**src/rtl/isu_pkg.sv**
```systemverilog
package isu_pkg;
  localparam int unsigned ISU_W      = 8;
  localparam int unsigned ISU_RX_BIT = 4;
  localparam int unsigned ISU_TX_BIT = 5;
endpackage

```
**src/rtl/isu_status_bit.sv**
```systemverilog
module isu_status_bit (
  input  logic clk_i,
  input  logic rst_ni,
  input  logic set_i,
  input  logic clr_i,
  output logic q_o
);
  // set dominates clear
  always_ff @(posedge clk_i or negedge rst_ni) begin
    if (!rst_ni)    q_o <= 1'b0;
    else if (set_i) q_o <= 1'b1;
    else if (clr_i) q_o <= 1'b0;
  end
endmodule

```
**src/rtl/isu_mask_reg.sv**
```systemverilog
module isu_mask_reg #(
  parameter int unsigned W = isu_pkg::ISU_W
) (
  input  logic         clk_i,
  input  logic         rst_ni,
  input  logic         we_i,
  input  logic [W-1:0] wdata_i,
  output logic [W-1:0] q_o
);
  always_ff @(posedge clk_i or negedge rst_ni) begin
    if (!rst_ni)   q_o <= '0;
    else if (we_i) q_o <= wdata_i;
  end
endmodule

```
**src/rtl/isu_combine.sv**
```systemverilog
module isu_combine #(
  parameter int unsigned W = isu_pkg::ISU_W
) (
  input  logic [W-1:0] raw_i,
  input  logic [W-1:0] mask_i,
  output logic [W-1:0] masked_o,
  output logic         irq_o
);
  always_comb begin
    masked_o = raw_i & mask_i;
    irq_o    = |masked_o;
  end
endmodule

```
**src/rtl/irq_status_unit.sv**
```systemverilog
module irq_status_unit #(
  parameter int unsigned W      = isu_pkg::ISU_W,
  parameter int unsigned RX_BIT = isu_pkg::ISU_RX_BIT,
  parameter int unsigned TX_BIT = isu_pkg::ISU_TX_BIT
) (
  input  logic         clk_i,
  input  logic         rst_ni,
  input  logic         tx_set_i,
  input  logic         rx_set_i,
  input  logic         rx_clr_i,
  input  logic         mask_we_i,
  input  logic [W-1:0] mask_wdata_i,
  input  logic         clr_we_i,
  input  logic [W-1:0] clr_wdata_i,
  output logic [W-1:0] raw_o,
  output logic [W-1:0] mask_o,
  output logic [W-1:0] masked_o,
  output logic         irq_o
);
  logic [W-1:0] set_vec;
  logic [W-1:0] clr_vec;

  always_comb begin
    set_vec         = '0;
    set_vec[TX_BIT] = tx_set_i;
    set_vec[RX_BIT] = rx_set_i;
    clr_vec         = clr_we_i ? clr_wdata_i : '0;
    clr_vec[RX_BIT] = clr_vec[RX_BIT] | rx_clr_i;
  end

  // bits without a source have set tied low and stay zero
  for (genvar i = 0; i < W; i++) begin : g_bit
    isu_status_bit u_bit (
      .clk_i  (clk_i),
      .rst_ni (rst_ni),
      .set_i  (set_vec[i]),
      .clr_i  (clr_vec[i]),
      .q_o    (raw_o[i])
    );
  end

  isu_mask_reg #(.W(W)) u_mask (
    .clk_i   (clk_i),
    .rst_ni  (rst_ni),
    .we_i    (mask_we_i),
    .wdata_i (mask_wdata_i),
    .q_o     (mask_o)
  );

  isu_combine #(.W(W)) u_comb (
    .raw_i    (raw_o),
    .mask_i   (mask_o),
    .masked_o (masked_o),
    .irq_o    (irq_o)
  );
endmodule

```
**config.mk**
```make
export PLATFORM = sky130hd
export DESIGN_NAME = irq_status_unit
export DESIGN_NICKNAME = d
export VERILOG_FILES = /design/src/rtl/isu_pkg.sv /design/src/rtl/isu_status_bit.sv /design/src/rtl/isu_mask_reg.sv /design/src/rtl/isu_combine.sv /design/src/rtl/irq_status_unit.sv
export SDC_FILE = /design/constraint.sdc
export NUM_CORES = 1
export LEC_CHECK = 0
export CAP_MARGIN = 20
export CORE_UTILIZATION = 34
export CTS_BUF_LIST = sky130_fd_sc_hd__clkbuf_8
export CTS_CLUSTER_SIZE = 12
export DETAILED_ROUTE_END_ITERATION = 8
export GPL_ROUTABILITY_DRIVEN = 0
export PLACE_DENSITY = 0.87
export REMOVE_ABC_BUFFERS = 1
export SYNTH_ARGS = -nofsm -noshare
export SYNTH_HDL_FRONTEND = slang
export SYNTH_SLANG_ARGS = --single-unit
```
**constraint.sdc**
```tcl
create_clock -name clk_i -period 1.7 [get_ports clk_i]
set_input_delay 0.34 -clock clk_i [delete_from_list [all_inputs] [get_ports clk_i]]
set_output_delay 0.34 -clock clk_i [all_outputs]
set_load 0.02 [all_outputs]
```
======== After elaboration in Yosys (flattened, before gate mapping) ========
Cells that the tools add are included.
operators by class
  order comparisons ....................... 0
  multiply operators ...................... 0
  div/mod/pow operators ................... 0
  reduce and logical (&&, ||, !) cells .... 3
  add/sub/neg operators ................... 0
  shifts and indexed selects .............. 0
  bitwise gates (word level) .............. 2
  muxes and demuxes ....................... 5
  equality and inequality tests ........... 0
operators with widths
  kind                number
  $and A6 B8 Y8       1
  $reduce_or A8 Y1    1
  $mux W6             1
  $mux W1             4
  $reduce_bool A2 Y1  2
  $or A1 B1 Y1        1
word-level totals
  memory bits (read-only) ................. 0
  register bits ........................... 10
  logic and storage cells ................. 13
  bits in writable memories ............... 0
  output and inout bits ................... 25
  memories kept ........................... 0
  latch bits .............................. 0

======== Logic depth before layout (Yosys ltp) ========
Gate-level depths: netlist of the first run.
  word-level depth ........................ 4
  gate-level depth with buffers ........... 2

======== Hierarchy ========
Synthesis of the first run repeated with hierarchy kept, for this count alone.
second synthesis, totals
  cells, all modules ...................... 61
  area, all modules ....................... 752.0 µm²
by module, submodules not included
  module           cells an instance  instances  area each (µm²)  seq. area each (µm²)
  isu_mask_reg     17                 1          331.6            200.2
  isu_status_bit   3                  8          36.3             25.0
  isu_combine      11                 1          73.8             0.0
  irq_status_unit  9                  1          56.3             0.0

======== Worst setup path after synthesis of the first run ========
No wires, ideal clock.
  kind .................................... reg-to-output
  start point ............................. reg u_mask.q_o[4]
  end point ............................... out irq_o
  cell stages (with the launch flop) ...... 3
  setup slack ............................. 356 ps
  arrival time ............................ 1004 ps
  cell sequence ........................... dfrtp_1 -> and2_1 -> or2_1
between the ends
  longest elaborated chain between the ends .. 2
ends and longest elaborated chain
  what                      line                   RTL
  start: declaration        isu_mask_reg.sv:8      output logic [W-1:0] q_o
  start signal: assignment  isu_mask_reg.sv:12     else if (we_i) q_o <= wdata_i;
  $and A6 B8 Y8             isu_combine.sv:10      masked_o = raw_i & mask_i;
  via masked_o[4]           irq_status_unit.sv:17  output logic [W-1:0] masked_o,
  $reduce_or A8 Y1          isu_combine.sv:11      irq_o = |masked_o;
  end: declaration          irq_status_unit.sv:18  output logic irq_o
The timed path passes the listed nets, and every way through them passes these cells.

======== Worst setup path in the final report of the first run ========
  start point ............................. reg g_bit[4].u_bit.q_o
  end point ............................... out raw_o[4]
RTL lines
  what                      line                   RTL
  start: declaration        isu_status_bit.sv:6    output logic q_o
  start signal: assignment  isu_status_bit.sv:10   if (!rst_ni) q_o <= 1'b0;
  start signal: assignment  isu_status_bit.sv:11   else if (set_i) q_o <= 1'b1;
  start signal: assignment  isu_status_bit.sv:12   else if (clr_i) q_o <= 1'b0;
  end: declaration          irq_status_unit.sv:15  output logic [W-1:0] raw_o,
No word-level cell between the ends.

==> results of run 1 <==
==> per-stage QoR <==
step / utilization [%] / hold slack (ps)
2_1_floorplan: - / 44.4
3_3_place_gp: 56.8 / 476
3_5_place_dp: 56.8 / 496
4_1_cts: 60.7 / 439
5_1_grt: 60.8 / 457
6_report: 60.8 / 426
==> flip-flops by register name, indices dropped and copies added (netlist names) <==
name / cells
g_bit.u_bit.q_o: 2
u_mask.q_o: 8
==> layout by cell type, fill, tap and decap left out <==
master and instances:
clkdlybuf4s50_1 26, conb_1 12, dfrtp_1 10, mux2_4 8
clkbuf_8 4, nand2_1 2, and2_1 2, dlymetal6s2s_1 2
buf_4 2, inv_1 1, a31o_2 1, or2_1 1
a21o_1 1, clkbuf_2 1
==> report_power, final <==
group | switching (W) | internal (W) | leakage [nW]
Sequential | 0.0000138 | 0.000261 | 0.115
Combinational | 0.0000980 | 0.000116 | 0.276
Clock | 0.0000887 | 0.000203 | 0.0288
==> repair_timing <==
| action | 4_1_cts | 5_1_grt |
|---|---|---|
| cloned | 0 | 0 |
| gates resized for setup | 1 | 4 |
| hold buffers | 0 | 0 |
| endpoints found under the setup margin | 1 | 3 |
==> cell usage after synthesis (all sizes together) <==
cell type and number:
a21o 1, a31o 1, nand2 2, conb 1, buf 15, mux2 8
inv 1, dfrtp 10, and2 2, or2 1
==> layout make-up <==
cell class	count	area, sq um	area share (%)
inverter	1	3.75	0.446
clock buffer	4	55.1	6.55
multi-input combinational	27	208	24.7
tap	15	18.8	2.23
sequential	10	250	29.8
timing repair buffer	31	305	36.3
==> routing by layer <==
metal / GRT usage, % / vias up / share of wire [%]
met5: 0 / - / 0
met4: 3.87 / 0 / 0
met3: 4.78 / 0 / 9.9
met2: 19.4 / 28 / 51
met1: 14.9 / 177 / 39
li1: - / 172 / -
==> kinds of logic (layout without fill, tap and decap cells) <==
group                  count (synthesis)  in the layout  synth area share, %
buffers and inverters                 16             36                 22.4
other                                  1             12                0.699
muxes                                  8              8                 22.4
and+or+nand+nor                        5              5                 4.90
DFF                                   10             10                 46.6
AOI/OAI and AO/OA                      2              2                 3.03
==> final timing paths <==
path                                           startpoint                             end  slack, ps  depth (start not counted)
min                                                rst_ni  g_bit[5].u_bit.q_o$_DFFE_PN0P_        430                          1
min in group clk_i              u_mask.q_o[7]$_DFFE_PN0P_       u_mask.q_o[7]$_DFFE_PN0P_        510                          1
max reg2reg                     u_mask.q_o[5]$_DFFE_PN0P_       u_mask.q_o[5]$_DFFE_PN0P_        930                          1
max in group asynchronous                          rst_ni  g_bit[4].u_bit.q_o$_DFFE_PN0P_        960                          1
max                        g_bit[4].u_bit.q_o$_DFFE_PN0P_                        raw_o[4]        160                          1
min reg2reg                     u_mask.q_o[7]$_DFFE_PN0P_       u_mask.q_o[7]$_DFFE_PN0P_        510                          1
==> impl_metrics.json, run 1 <==
{
  "port_buffers": 29,
  "path_cells": "clkdlybuf4s50_1",
  "placed_cells": 84,
  "required_ps": 1360,
  "cp-start-kind": "flip-flop",
  "syn_inst": 42,
  "grt_pass1_wl_mm": 1.60,
  "status": "completed",
  "numCtsBuffers": 3,
  "finalNetCount": 97,
  "peakVddDrop_uv": 558,
  "fp.dieArea_sq_um": 1740,
  "clockBufferDepth": 2,
  "root_buffer": "clkbuf_8",
  "slowest_delay_ps": 610,
  "path_clk_slew_ps": 50,
  "syn_area_sq_um": 537,
  "clk_latency_ps": 230,
  "cts.sinks": 10,
  "setup.worst_path.end_class": "primary output",
  "first_pass_iters": 2,
  "design_power_total_w": 0.000781,
  "ys_warn_count": 0,
  "drv_cap": 0,
  "synth_seq_cells": 10,
  "grt_max_degree": 11,
  "hold_viol": 0,
  "yosysTopAreaCellShare_pct": 46.6,
  "finalNonFillerCells": 88,
  "synth.largest_area_cell": "dfrtp_1",
  "fp-row-count": 13,
  "path_class": "flip-flop to primary output",
  "syn2layout_area_growth_pct": 56.6,
  "drt-wirelength-per-cell_um": 10.8,
  "hpwl_um": 799,
  "crit_fanout": 3,
  "grt_pass1_vias": 370,
  "critPathBufInv": 1,
  "maxSlewViolCount": 0,
  "fin_ws_ps": 163,
  "crit_family": "buffers and inverters",
  "post_dp_cell_area_sq_um": 786,
  "postCtsSetupRepairBufs": 0,
  "setup_viol": 0,
  "drt-vias-per-instance": 4.28,
  "cts_tree": "built",
  "postRouteWirelength_um": 953,
  "chipWidth_um": 41.7,
  "pin_count": 48,
  "avgSynthCellArea_sq_um": 12.8,
  "drive_above_1_share_pct": 21.9,
  "skew_ps": 0,
  "leakage_nw": 0.420,
  "coreArea_sq_um": 1380,
  "fp.dieH_um": 41.7,
  "antenna_found_initial": 0,
  "fin_area_sq_um": 841,
  "post-route-min-period_ps": 1540,
  "ant_nets": 0,
  "nFillCells": 126,
  "rsz0062_at_grt": "false",
  "dp_slack_ps": 57.6,
  "drc": 0,
  "antenna_cells": 0,
  "setup_tns_ps": 0,
  "synth.area.top_cells": "dfrtp_1 47%, mux2_4 22%, buf_4 20%",
  "crit_slowest_cell": "clkdlybuf4s50_1",
  "ys_types": 11,
  "ys_seq_area_share_pct": 46.6,
  "worstPathArrival_ps": 1200,
  "max_freq_mhz": 651,
  "start_util_pct": 38.8,
  "htree_levels": 1,
  "grt.overflow.total": 0,
  "drt_first_iter_violations": 2,
  "num_vias": 377,
  "p_per_area_nw_per_um2": 929,
  "grt_use_total_pct": 12.1,
  "hp-class": "input port to async pin",
  "fin_crit_sh_pct": 90.4
}
Power figures use the tool's default switching activity.
==> run 2: changes to the inputs <==
- clock period: 1.7 -> 1.8 ns (I/O delays scaled with it)
==> impl_metrics.json, run 2 (synthesis results as in run 1) <==
{
  "status": "completed",
  "skew_ps": 0,
  "layout_commonest_cell": "clkdlybuf4s50_1",
  "p_seq_share_pct": 35.1,
  "crit_fanout": 3,
  "syn2layout_area_growth_pct": 56.4,
  "antenna_found_initial": 0,
  "met3_length_um": 84,
  "path_class": "flip-flop to primary output",
  "setup_tns_ps": 0,
  "drt-wirelength-per-cell_um": 10.8,
  "fin_ws_ps": 99.2,
  "postRouteWirelength_um": 947,
  "required_ps": 1440,
  "hp-class": "input port to async pin",
  "maxSlewViolCount": 0,
  "fp-row-count": 13,
  "drc": 0,
  "hold_viol": 0,
  "p_int_w": 0.000550,
  "num_vias": 373,
  "coreArea_sq_um": 1380,
  "cts_tree": "built",
  "startpoint": "g_bit[5].u_bit.q_o$_DFFE_PN0P_",
  "chipWidth_um": 41.7,
  "start_util_pct": 38.8,
  "path_clk_slew_ps": 50,
  "numCtsBuffers": 3,
  "first_pass_iters": 3,
  "comb_power_share_pct": 27.6,
  "grt_use_total_pct": 12.1,
  "top_layer_used": "met3",
  "drt_first_iter_violations": 2,
  "fp.dieH_um": 41.7,
  "switchingPower_w": 0.000190,
  "p_per_area_nw_per_um2": 881,
  "finalNetCount": 97,
  "leakage_nw": 0.396,
  "cts.sinks": 10,
  "setup_viol": 0,
  "pin_count": 48,
  "root_buffer": "clkbuf_8",
  "rsz0062_at_grt": "false",
  "grt_max_degree": 11,
  "cp-start-kind": "flip-flop",
  "fin_crit_sh_pct": 94.5,
  "largest_registers": "u_mask.q_o x8, g_bit.u_bit.q_o x2",
  "dr_wl_met2_um": 482,
  "drt-vias-per-instance": 4.24,
  "r2r_setup_slack_ps": 1030,
  "grt.overflow.total": 0,
  "drv_cap": 0,
  "ant_nets": 0,
  "hpwl_um": 799,
  "p_sw_share_pct": 25.6,
  "clockBufferDepth": 2,
  "clkPwrFrac_pct": 37.3,
  "setup.worst_path.end_class": "primary output",
  "worstPathArrival_ps": 1340,
  "fp.dieArea_sq_um": 1740,
  "wl_met1_um": 380,
  "postCtsSetupRepairBufs": 0,
  "post-route-min-period_ps": 1700,
  "grt_pass1_vias": 370,
  "max_freq_mhz": 588,
  "top_register": "u_mask.q_o",
  "grt_pass1_wl_mm": 1.60,
  "drive_above_1_share_pct": 20.5,
  "antenna_cells": 0,
  "final_util_pct": 60.7,
  "htree_levels": 1,
  "crit-reg2reg-launch": "u_mask.q_o[5]$_DFFE_PN0P_",
  "mostFrequentLayoutCells": "28 x clkdlybuf4s50_1, 12 x conb_1, 10 x dfrtp_1",
  "port_buffers": 29,
  "clk_latency_ps": 230,
  "dp_slack_ps": 138,
  "largest_reg_flops": 8,
  "peakVddDrop_uv": 528,
  "hold_slack_ps": 446
}
[run 2: final timing paths]
kind                                             endpoint  depth (start not counted)
hold reg to reg                 u_mask.q_o[7]$_DFFE_PN0P_                          1
max in group asynchronous  g_bit[4].u_bit.q_o$_DFFE_PN0P_                          1
setup reg to reg                u_mask.q_o[5]$_DFFE_PN0P_                          1
setup / recovery                              masked_o[5]                          2
min in group clk_i              u_mask.q_o[7]$_DFFE_PN0P_                          1
hold / removal             g_bit[5].u_bit.q_o$_DFFE_PN0P_                          1
[run 2: power by group through the flow]
stage / combinational (W) / clock [W] / sequential, W
finish: 0.000204 / 0.000276 / 0.000260
CTS: 0.000206 / 0.000285 / 0.000260
global placement: 0.000204 / 0 / 0.000262
floorplan: 0.0000718 / 0 / 0.000288
detailed placement: 0.000208 / 0 / 0.000264
global route: 0.000215 / 0.000301 / 0.000263
[run 2: per-layer routing]
layer | up-vias | GRT usage, %
met1 | 173 | 14.9
met5 | - | 0
met2 | 28 | 19.4
li1 | 172 | -
met4 | 0 | 3.87
met3 | 0 | 4.78
[run 2: cell type report]
| cell class | instances | area, sq um |
|---|---|---|
| Clock buffer | 4 | 55.1 |
| Fill cell | 127 | 543 |
| Inverter | 1 | 3.75 |
| Multi-Input combinational cell | 27 | 208 |
| Sequential cell | 10 | 250 |
| Tap cell | 15 | 18.8 |
| Timing Repair Buffer | 31 | 304 |
[run 2: stage by stage]
stage | cell area, sq um | std cells | power (W)
finish | 840 | 88 | 0.000740
global route | 840 | 88 | 0.000780
CTS | 840 | 88 | 0.000751
detailed placement | 786 | 84 | 0.000471
global placement | 786 | 84 | 0.000466
floorplan | 462 | 38 | 0.000360
[run 2: worst max-delay path, cell delays in order, from the launching register on]
cell	delay (ps)
dfrtp_1	360
and2_1	150
clkdlybuf4s50_1	600
[run 2: what timing repair did]
item / in CTS / in global routing
hold buffers: 0 / 0
resized for setup: 1 / 0
endpoints found under the setup margin: 1 / 0
==> run 3: changes to the inputs <==
- HOLD_SLACK_MARGIN: unset -> 0.02
==> results of run 3 <==
Same layout as run 2: the final DEF is identical, and so are final timing and power.
